`config.mk`:
```
export PLATFORM = sky130hd
export DESIGN_NAME = page_write_seq
export DESIGN_NICKNAME = d
export VERILOG_FILES = /design/src/rtl/psq_pkg.sv /design/src/rtl/psq_page_buf.sv /design/src/rtl/psq_cycle_timer.sv /design/src/rtl/page_write_seq.sv
export SDC_FILE = /design/constraint.sdc
export NUM_CORES = 1
export LEC_CHECK = 0
export ABC_AREA = 1
export BUFFER_PORTS_ARGS = -buffer_cell sky130_fd_sc_hd__buf_2
export CORE_ASPECT_RATIO = 1.75
export CORE_UTILIZATION = 50
export DETAILED_ROUTE_END_ITERATION = 12
export GPL_TIMING_DRIVEN = 1
export PLACE_DENSITY = 0.66
export RECOVER_POWER = 100
export SYNTH_ARGS = -nofsm -noshare
export SYNTH_HDL_FRONTEND = slang
export SYNTH_HIERARCHICAL = 1
export SYNTH_SLANG_ARGS = --single-unit
```
`constraint.sdc`:
```
create_clock -name clk -period 2.2 [get_ports clk]
set_input_delay 0.44 -clock clk [delete_from_list [all_inputs] [get_ports clk]]
set_output_delay 0.44 -clock clk [all_outputs]
set_load 0.005 [all_outputs]
```
`src/rtl/psq_pkg.sv`:
```
package psq_pkg;

    typedef enum logic [1:0] {
        ST_IDLE   = 2'd0,
        ST_COMMIT = 2'd1,
        ST_HOLD   = 2'd2
    } psq_state_e;

endpackage

```
`src/rtl/psq_page_buf.sv`:
```
module psq_page_buf #(
    parameter int PAGE_BYTES = 32,
    parameter int DATA_W     = 8,
    localparam int OW        = $clog2(PAGE_BYTES)
) (
    input  logic              clk,
    input  logic              rst_n,
    input  logic              wr_en,
    input  logic [OW-1:0]     wr_off,
    input  logic [DATA_W-1:0] wr_data,
    input  logic              clr,
    input  logic [OW-1:0]     rd_off,
    output logic [DATA_W-1:0] rd_data,
    output logic              rd_valid,
    output logic              any_valid
);

    typedef struct packed {
        logic [PAGE_BYTES-1:0][DATA_W-1:0] data;
        logic [PAGE_BYTES-1:0]             vld;
    } buf_t;

    buf_t buf_d, buf_q;

    always_comb begin
        buf_d = buf_q;
        if (clr) begin
            buf_d.vld = '0;
        end
        if (wr_en) begin
            buf_d.data[wr_off] = wr_data;
            buf_d.vld[wr_off]  = 1'b1;
        end
    end

    always_ff @(posedge clk or negedge rst_n) begin
        if (!rst_n) begin
            buf_q <= '0;
        end else begin
            buf_q <= buf_d;
        end
    end

    assign rd_data   = buf_q.data[rd_off];
    assign rd_valid  = buf_q.vld[rd_off];
    assign any_valid = |buf_q.vld;

    // a cleared buffer holds no valid entry on the next cycle unless refilled
    AST_CLR_EMPTIES: assert property (@(posedge clk) disable iff (!rst_n)
        (clr && !wr_en) |=> !any_valid);

endmodule

```
`src/rtl/psq_cycle_timer.sv`:
```
module psq_cycle_timer #(
    parameter int CYCLE_CLKS = 150000,
    localparam int CW        = $clog2(CYCLE_CLKS + 1)
) (
    input  logic clk,
    input  logic rst_n,
    input  logic start,
    output logic done
);

    typedef struct packed {
        logic          run;
        logic [CW-1:0] cnt;
    } tmr_t;

    tmr_t tmr_d, tmr_q;
    logic at_end;

    assign at_end = tmr_q.run && (tmr_q.cnt == CW'(CYCLE_CLKS - 1));

    always_comb begin
        tmr_d = tmr_q;
        if (start) begin
            tmr_d.run = 1'b1;
            tmr_d.cnt = '0;
        end else if (at_end) begin
            tmr_d.run = 1'b0;
            tmr_d.cnt = '0;
        end else if (tmr_q.run) begin
            tmr_d.cnt = tmr_q.cnt + 1'b1;
        end
    end

    always_ff @(posedge clk or negedge rst_n) begin
        if (!rst_n) begin
            tmr_q <= '0;
        end else begin
            tmr_q <= tmr_d;
        end
    end

    assign done = at_end;

    AST_TIMER_BOUND: assert property (@(posedge clk) disable iff (!rst_n)
        tmr_q.cnt < CW'(CYCLE_CLKS));

    AST_TIMER_STOPS: assert property (@(posedge clk) disable iff (!rst_n)
        (done && !start) |=> !tmr_q.run);

endmodule

```
`src/rtl/page_write_seq.sv`:
```
module page_write_seq
    import psq_pkg::*;
#(
    parameter int ADDR_W     = 13,
    parameter int DATA_W     = 8,
    parameter int PAGE_BYTES = 32,
    parameter int CYCLE_CLKS = 150000,
    localparam int OW        = $clog2(PAGE_BYTES),
    localparam int PW        = ADDR_W - OW
) (
    input  logic              clk,
    input  logic              rst_n,
    input  logic              byte_wr_i,
    input  logic [ADDR_W-1:0] byte_addr_i,
    input  logic [DATA_W-1:0] byte_data_i,
    input  logic              stop_i,
    input  logic              wp_i,
    output logic              mem_we_o,
    output logic [ADDR_W-1:0] mem_addr_o,
    output logic [DATA_W-1:0] mem_data_o,
    output logic              busy_o
);

    typedef struct packed {
        psq_state_e    st;
        logic [PW-1:0] page;
        logic [OW-1:0] ptr;
        logic          loading;
        logic [OW-1:0] idx;
    } seq_t;

    seq_t s_d, s_q;

    logic              buf_wr, buf_clr, tmr_start, tmr_done;
    logic [OW-1:0]     buf_off;
    logic [DATA_W-1:0] rd_data;
    logic              rd_valid, any_valid;

    always_comb begin
        s_d       = s_q;
        buf_wr    = 1'b0;
        buf_clr   = 1'b0;
        buf_off   = s_q.loading ? s_q.ptr : byte_addr_i[OW-1:0];
        tmr_start = 1'b0;
        unique case (s_q.st)
            ST_IDLE: begin
                if (stop_i) begin
                    s_d.loading = 1'b0;
                    if (any_valid && !wp_i) begin
                        s_d.st  = ST_COMMIT;
                        s_d.idx = '0;
                    end else begin
                        buf_clr = 1'b1;
                    end
                end else if (byte_wr_i) begin
                    buf_wr      = 1'b1;
                    s_d.loading = 1'b1;
                    s_d.ptr     = buf_off + 1'b1;
                    if (!s_q.loading) begin
                        s_d.page = byte_addr_i[ADDR_W-1:OW];
                    end
                end
            end
            ST_COMMIT: begin
                s_d.idx = s_q.idx + 1'b1;
                if (s_q.idx == OW'(PAGE_BYTES - 1)) begin
                    s_d.st    = ST_HOLD;
                    buf_clr   = 1'b1;
                    tmr_start = 1'b1;
                end
            end
            ST_HOLD: begin
                if (tmr_done) begin
                    s_d.st = ST_IDLE;
                end
            end
            default: s_d.st = ST_IDLE;
        endcase
    end

    always_ff @(posedge clk or negedge rst_n) begin
        if (!rst_n) begin
            s_q <= '{st: ST_IDLE, default: '0};
        end else begin
            s_q <= s_d;
        end
    end

    psq_page_buf #(
        .PAGE_BYTES (PAGE_BYTES),
        .DATA_W     (DATA_W)
    ) u_buf (
        .clk       (clk),
        .rst_n     (rst_n),
        .wr_en     (buf_wr),
        .wr_off    (buf_off),
        .wr_data   (byte_data_i),
        .clr       (buf_clr),
        .rd_off    (s_q.idx),
        .rd_data   (rd_data),
        .rd_valid  (rd_valid),
        .any_valid (any_valid)
    );

    psq_cycle_timer #(
        .CYCLE_CLKS (CYCLE_CLKS)
    ) u_tmr (
        .clk   (clk),
        .rst_n (rst_n),
        .start (tmr_start),
        .done  (tmr_done)
    );

    assign busy_o     = (s_q.st != ST_IDLE);
    assign mem_we_o   = (s_q.st == ST_COMMIT) && rd_valid;
    assign mem_addr_o = {s_q.page, s_q.idx};
    assign mem_data_o = rd_data;

    AST_WE_NEEDS_BUSY: assert property (@(posedge clk) disable iff (!rst_n)
        mem_we_o |-> busy_o);

    AST_PROTECT_NO_CYCLE: assert property (@(posedge clk) disable iff (!rst_n)
        (!busy_o && stop_i && wp_i) |=> !busy_o);

    AST_EMPTY_NO_CYCLE: assert property (@(posedge clk) disable iff (!rst_n)
        (!busy_o && stop_i && !any_valid) |=> !busy_o);

    AST_COMMIT_STARTS: assert property (@(posedge clk) disable iff (!rst_n)
        (!busy_o && stop_i && !wp_i && any_valid) |=> busy_o);

    AST_ASCEND_ORDER: assert property (@(posedge clk) disable iff (!rst_n)
        (s_q.st == ST_COMMIT && s_q.idx != '0) |->
            ($past(s_q.st) == ST_COMMIT && $past(s_q.idx) + 1'b1 == s_q.idx));

    AST_BUSY_PAGE_STABLE: assert property (@(posedge clk) disable iff (!rst_n)
        (busy_o && $past(busy_o)) |-> $stable(s_q.page));

endmodule

```
==> impl_metrics.env <==
export IMPL_gp_congestion=0.912
export IMPL_timing_slew_headroom_pct=-26.8
export IMPL_crit_path_max_fanout=5
export IMPL_fmax_ghz=0.363
export IMPL_power_uw=11600
export IMPL_drc=0
export IMPL_grt_pass1_vias=13100
export IMPL_layout_nets=2064
export IMPL_period_minus_slack_ps=2750
export IMPL_yosys_top_cells_count="840 x nand2_1, 328 x dfrtp_1, 259 x o21ai_0"
export IMPL_critical_path_most_common_cell="nand2_1"
export IMPL_vias_per_cell=5.56
export IMPL_core_region_area_sq_um=30700
export IMPL_vdd_drop_max_uv=664
export IMPL_hold_worst_slack_ps=113
export IMPL_finalClockSkew_ps=10.8
export IMPL_diodes=0
export IMPL_synthToLayoutAreaGrowth_pct=17.8
export IMPL_rsz0062_at_grt="true"
export IMPL_fillCellCount=2766
export IMPL_hold_viol_final=0
export IMPL_synth_edf_count=0
export IMPL_routed_wl_um=45000
export IMPL_yosysTopAreaCellShare_pct=52.7
export IMPL_worstMarginPinSlew_ps=1900
export IMPL_path_clk_slew_ps=70
export IMPL_violations="max-capacitance violations, max-slew violations, negative setup slack"
export IMPL_synth_area_sq_um=15600
export IMPL_crit_chain="clkbuf_16 -> buf_4 -> nand2_1 -> nand3_1 -> nand3_1 -> nand2_1 -> nand2_1 -> nand2_1 -> nand2_1 -> nand2_2 -> buf_6"
export IMPL_arrival_ps=2310
export IMPL_instances_no_fill=2443
export IMPL_cts_tree="done"
export IMPL_powerDensity_nw_per_um2=631
export IMPL_setup_violations=79
export IMPL_grt_use_total_pct=28.5
export IMPL_max_cap_violations=1
export IMPL_p_leak_uw=0.00888
export IMPL_synth_seq_area_share_pct=52.7
export IMPL_crit_type="register to output port"
export IMPL_die_w_um=135
export IMPL_avgSynthCellArea_sq_um=7.85
export IMPL_ys_seq_elements=328
export IMPL_cts_root_buf="clkbuf_16"
export IMPL_crit_required_ps=1760
export IMPL_yosysMostFrequentCell="nand2_1"
export IMPL_grt_max_degree=63
export IMPL_htree_num_levels=1
export IMPL_pre_cts_slack_ps=-35.0
export IMPL_setup_worst_path_start_class="register"
export IMPL_synth_distinct_cells=40
export IMPL_syn_num_nets=2012
export IMPL_cts_path_max_buffers=3
export IMPL_synth_area_leader_cell="dfrtp_1"
export IMPL_cts_sinks=328
export IMPL_regArea_sq_um=8210
export IMPL_vias=13600
export IMPL_place_inst=2367
export IMPL_numPortBuffers=48
export IMPL_drt_pass1_iterations=5
export IMPL_wl_per_cell_um=18.4
export IMPL_die_area_sq_um=31900
export IMPL_status="finished, violations left"
export IMPL_synth_main_ff_cell="dfrtp_1"
export IMPL_drive_gt1_share_pct=16.1
export IMPL_worstSkewPairLatency_ps=570
export IMPL_num_rows=85
export IMPL_multi_input_area_sq_um=6850
export IMPL_syn_instance_count=1982
export IMPL_cp_slowest_cell="dfrtp_4"
export IMPL_cts_buffers=30
export IMPL_fin_crit_sh_pct=125
export IMPL_cp_end_kind="output port"
export IMPL_first_iter_violations=903
export IMPL_ant_nets=0
export IMPL_netlist_top_cells_area="dfrtp_1 53%, nand2_1 20%, o21ai_0 8.3%"
export IMPL_fp_dieH_um=235
export IMPL_yosysWarnings=6
export IMPL_critPathTopFamily="simple AND/OR/NAND/NOR gates"
export IMPL_drv_slew=59
export IMPL_grt_pass1_wl_um=70400
export IMPL_grt_antenna_before_repair=0
export IMPL_start_util_pct=50.6
export IMPL_worst_hold_path_type="input port to register"
export IMPL_slowest_delay_ps=580
export IMPL_fin_ws_ps=-553
export IMPL_async_flop_share_pct=100
export IMPL_dp_hpwl_um=28700
export IMPL_overflow=0
export IMPL_io_pins=49
export IMPL_path_buf_inv=3
[worst register-to-register path: cells and delay by family (launching register included)]
family                 cells  cell delay, ps
AO/OA/AOI/OAI              2             230
flip-flops                 1             410
AND/OR/NAND/NOR            5             830
buffers and inverters      4             730
[cells in the final DEF (no fill, tap or decap), types with 2 or more instances in the layout]
cell,netlist,routed
dfrtp_1,328,326
ha_1,4,2
buf_8,0,2
buf_6,13,11
clkbuf_16,0,36
nor3_1,11,9
buf_2,29,42
nor2_2,6,10
clkbuf_1,63,13
inv_4,1,2
a21oi_1,5,5
nor2_4,4,5
clkinv_1,3,3
buf_16,0,4
nand2_2,7,54
buf_4,15,55
o21ai_1,6,7
nand2_1,840,782
buf_12,1,26
clkbuf_8,1,8
nand3_1,248,218
nor2_1,39,34
inv_1,42,38
nand4_1,8,8
clkbuf_2,0,2
inv_2,6,7
xnor2_1,2,2
nor3_2,2,2
o21ai_0,259,258
nor3_4,0,2
nor4_1,8,8
nand3_2,3,33
nand2_4,2,13
xor2_1,4,4
[per-stage QoR]
| stage | setup TNS (ps) | util [%] | instance area [sq um] |
|---|---|---|---|
| final | -9070 | 59.7 | 18300 |
| after global routing | -77650 | 59.7 | 18300 |
| after floorplan | 0 | - | 15600 |
| after detailed placement | -97.5 | 53.5 | 16400 |
| after global placement | 0 | 53.5 | 16400 |
| after CTS | -5080 | 57.8 | 17800 |
[timing repair]
| item | in CTS | in global routing |
|---|---|---|
| cloned | 5 | 7 |
| buffers inserted | 3 | 10 |
| hold buffers | 1 | 0 |
| endpoints found under the hold margin | 50 | 0 |
| setup endpoints to repair | 24 | 195 |
| pin swaps | 6 | 41 |
| gates resized for setup | 49 | 104 |
[path summary, 6_finish.rpt]
path | from | end | slack, ps | cells past startpoint
worst max-delay path | mem_addr_o[0] | mem_data_o[0] | -550 | 11
worst min-delay path | byte_addr_i[6] | mem_addr_o[6] | 110 | 3
min in group asynchronous | rst_n | mem_addr_o[8] | 920 | 2
worst min register to register | mem_addr_o[8] | mem_addr_o[8] | 470 | 2
max in group asynchronous | rst_n | mem_addr_o[0] | -90 | 2
worst max register to register | s_q[20] | u_buf/buf_q[36] | -160 | 11
[cell families (layout without fill, tap and decap cells)]
kind of cell / after synthesis / count (layout) / synth area share, %
flops: 328 / 328 / 52.7
simple gates: 1181 / 1181 / 31.6
xor+xnor: 6 / 6 / 0.338
buf+inv: 187 / 257 / 5.97
compound gates: 276 / 276 / 9.03
fa+ha+maj: 4 / 4 / 0.322
[report_power, final]
group          switching, uW  internal [uW]
registers               6.55           6040
clock network           2230           2940
logic                    281           78.3
total                   2510           9060
[state kept, by name, indices dropped and copies added, names as in the netlist]
signal       cells
u_tmr/tmr_q     19
mem_addr_o      13
u_buf/buf_q    288
s_q              8
[cell type report]
class                   count  area share [%]
flip-flops and latches    328            44.8
multi-input cells        1467            37.3
clock buffers              47            5.00
repair buffers            154            8.75
inverters                  53            1.21
well taps                 391            2.67
clock inverters             3           0.232
[layer usage]
layer / vias up / routed length [um] / global-route usage (%)
li1: 6507 / - / -
met1: 6519 / 18100 / 35.5
met2: 460 / 22500 / 48.2
met3: 102 / 2110 / 2.43
met4: 0 / 2350 / 15.8
met5: - / 0 / 0
Note: power is estimated with default switching activity, not from simulation.
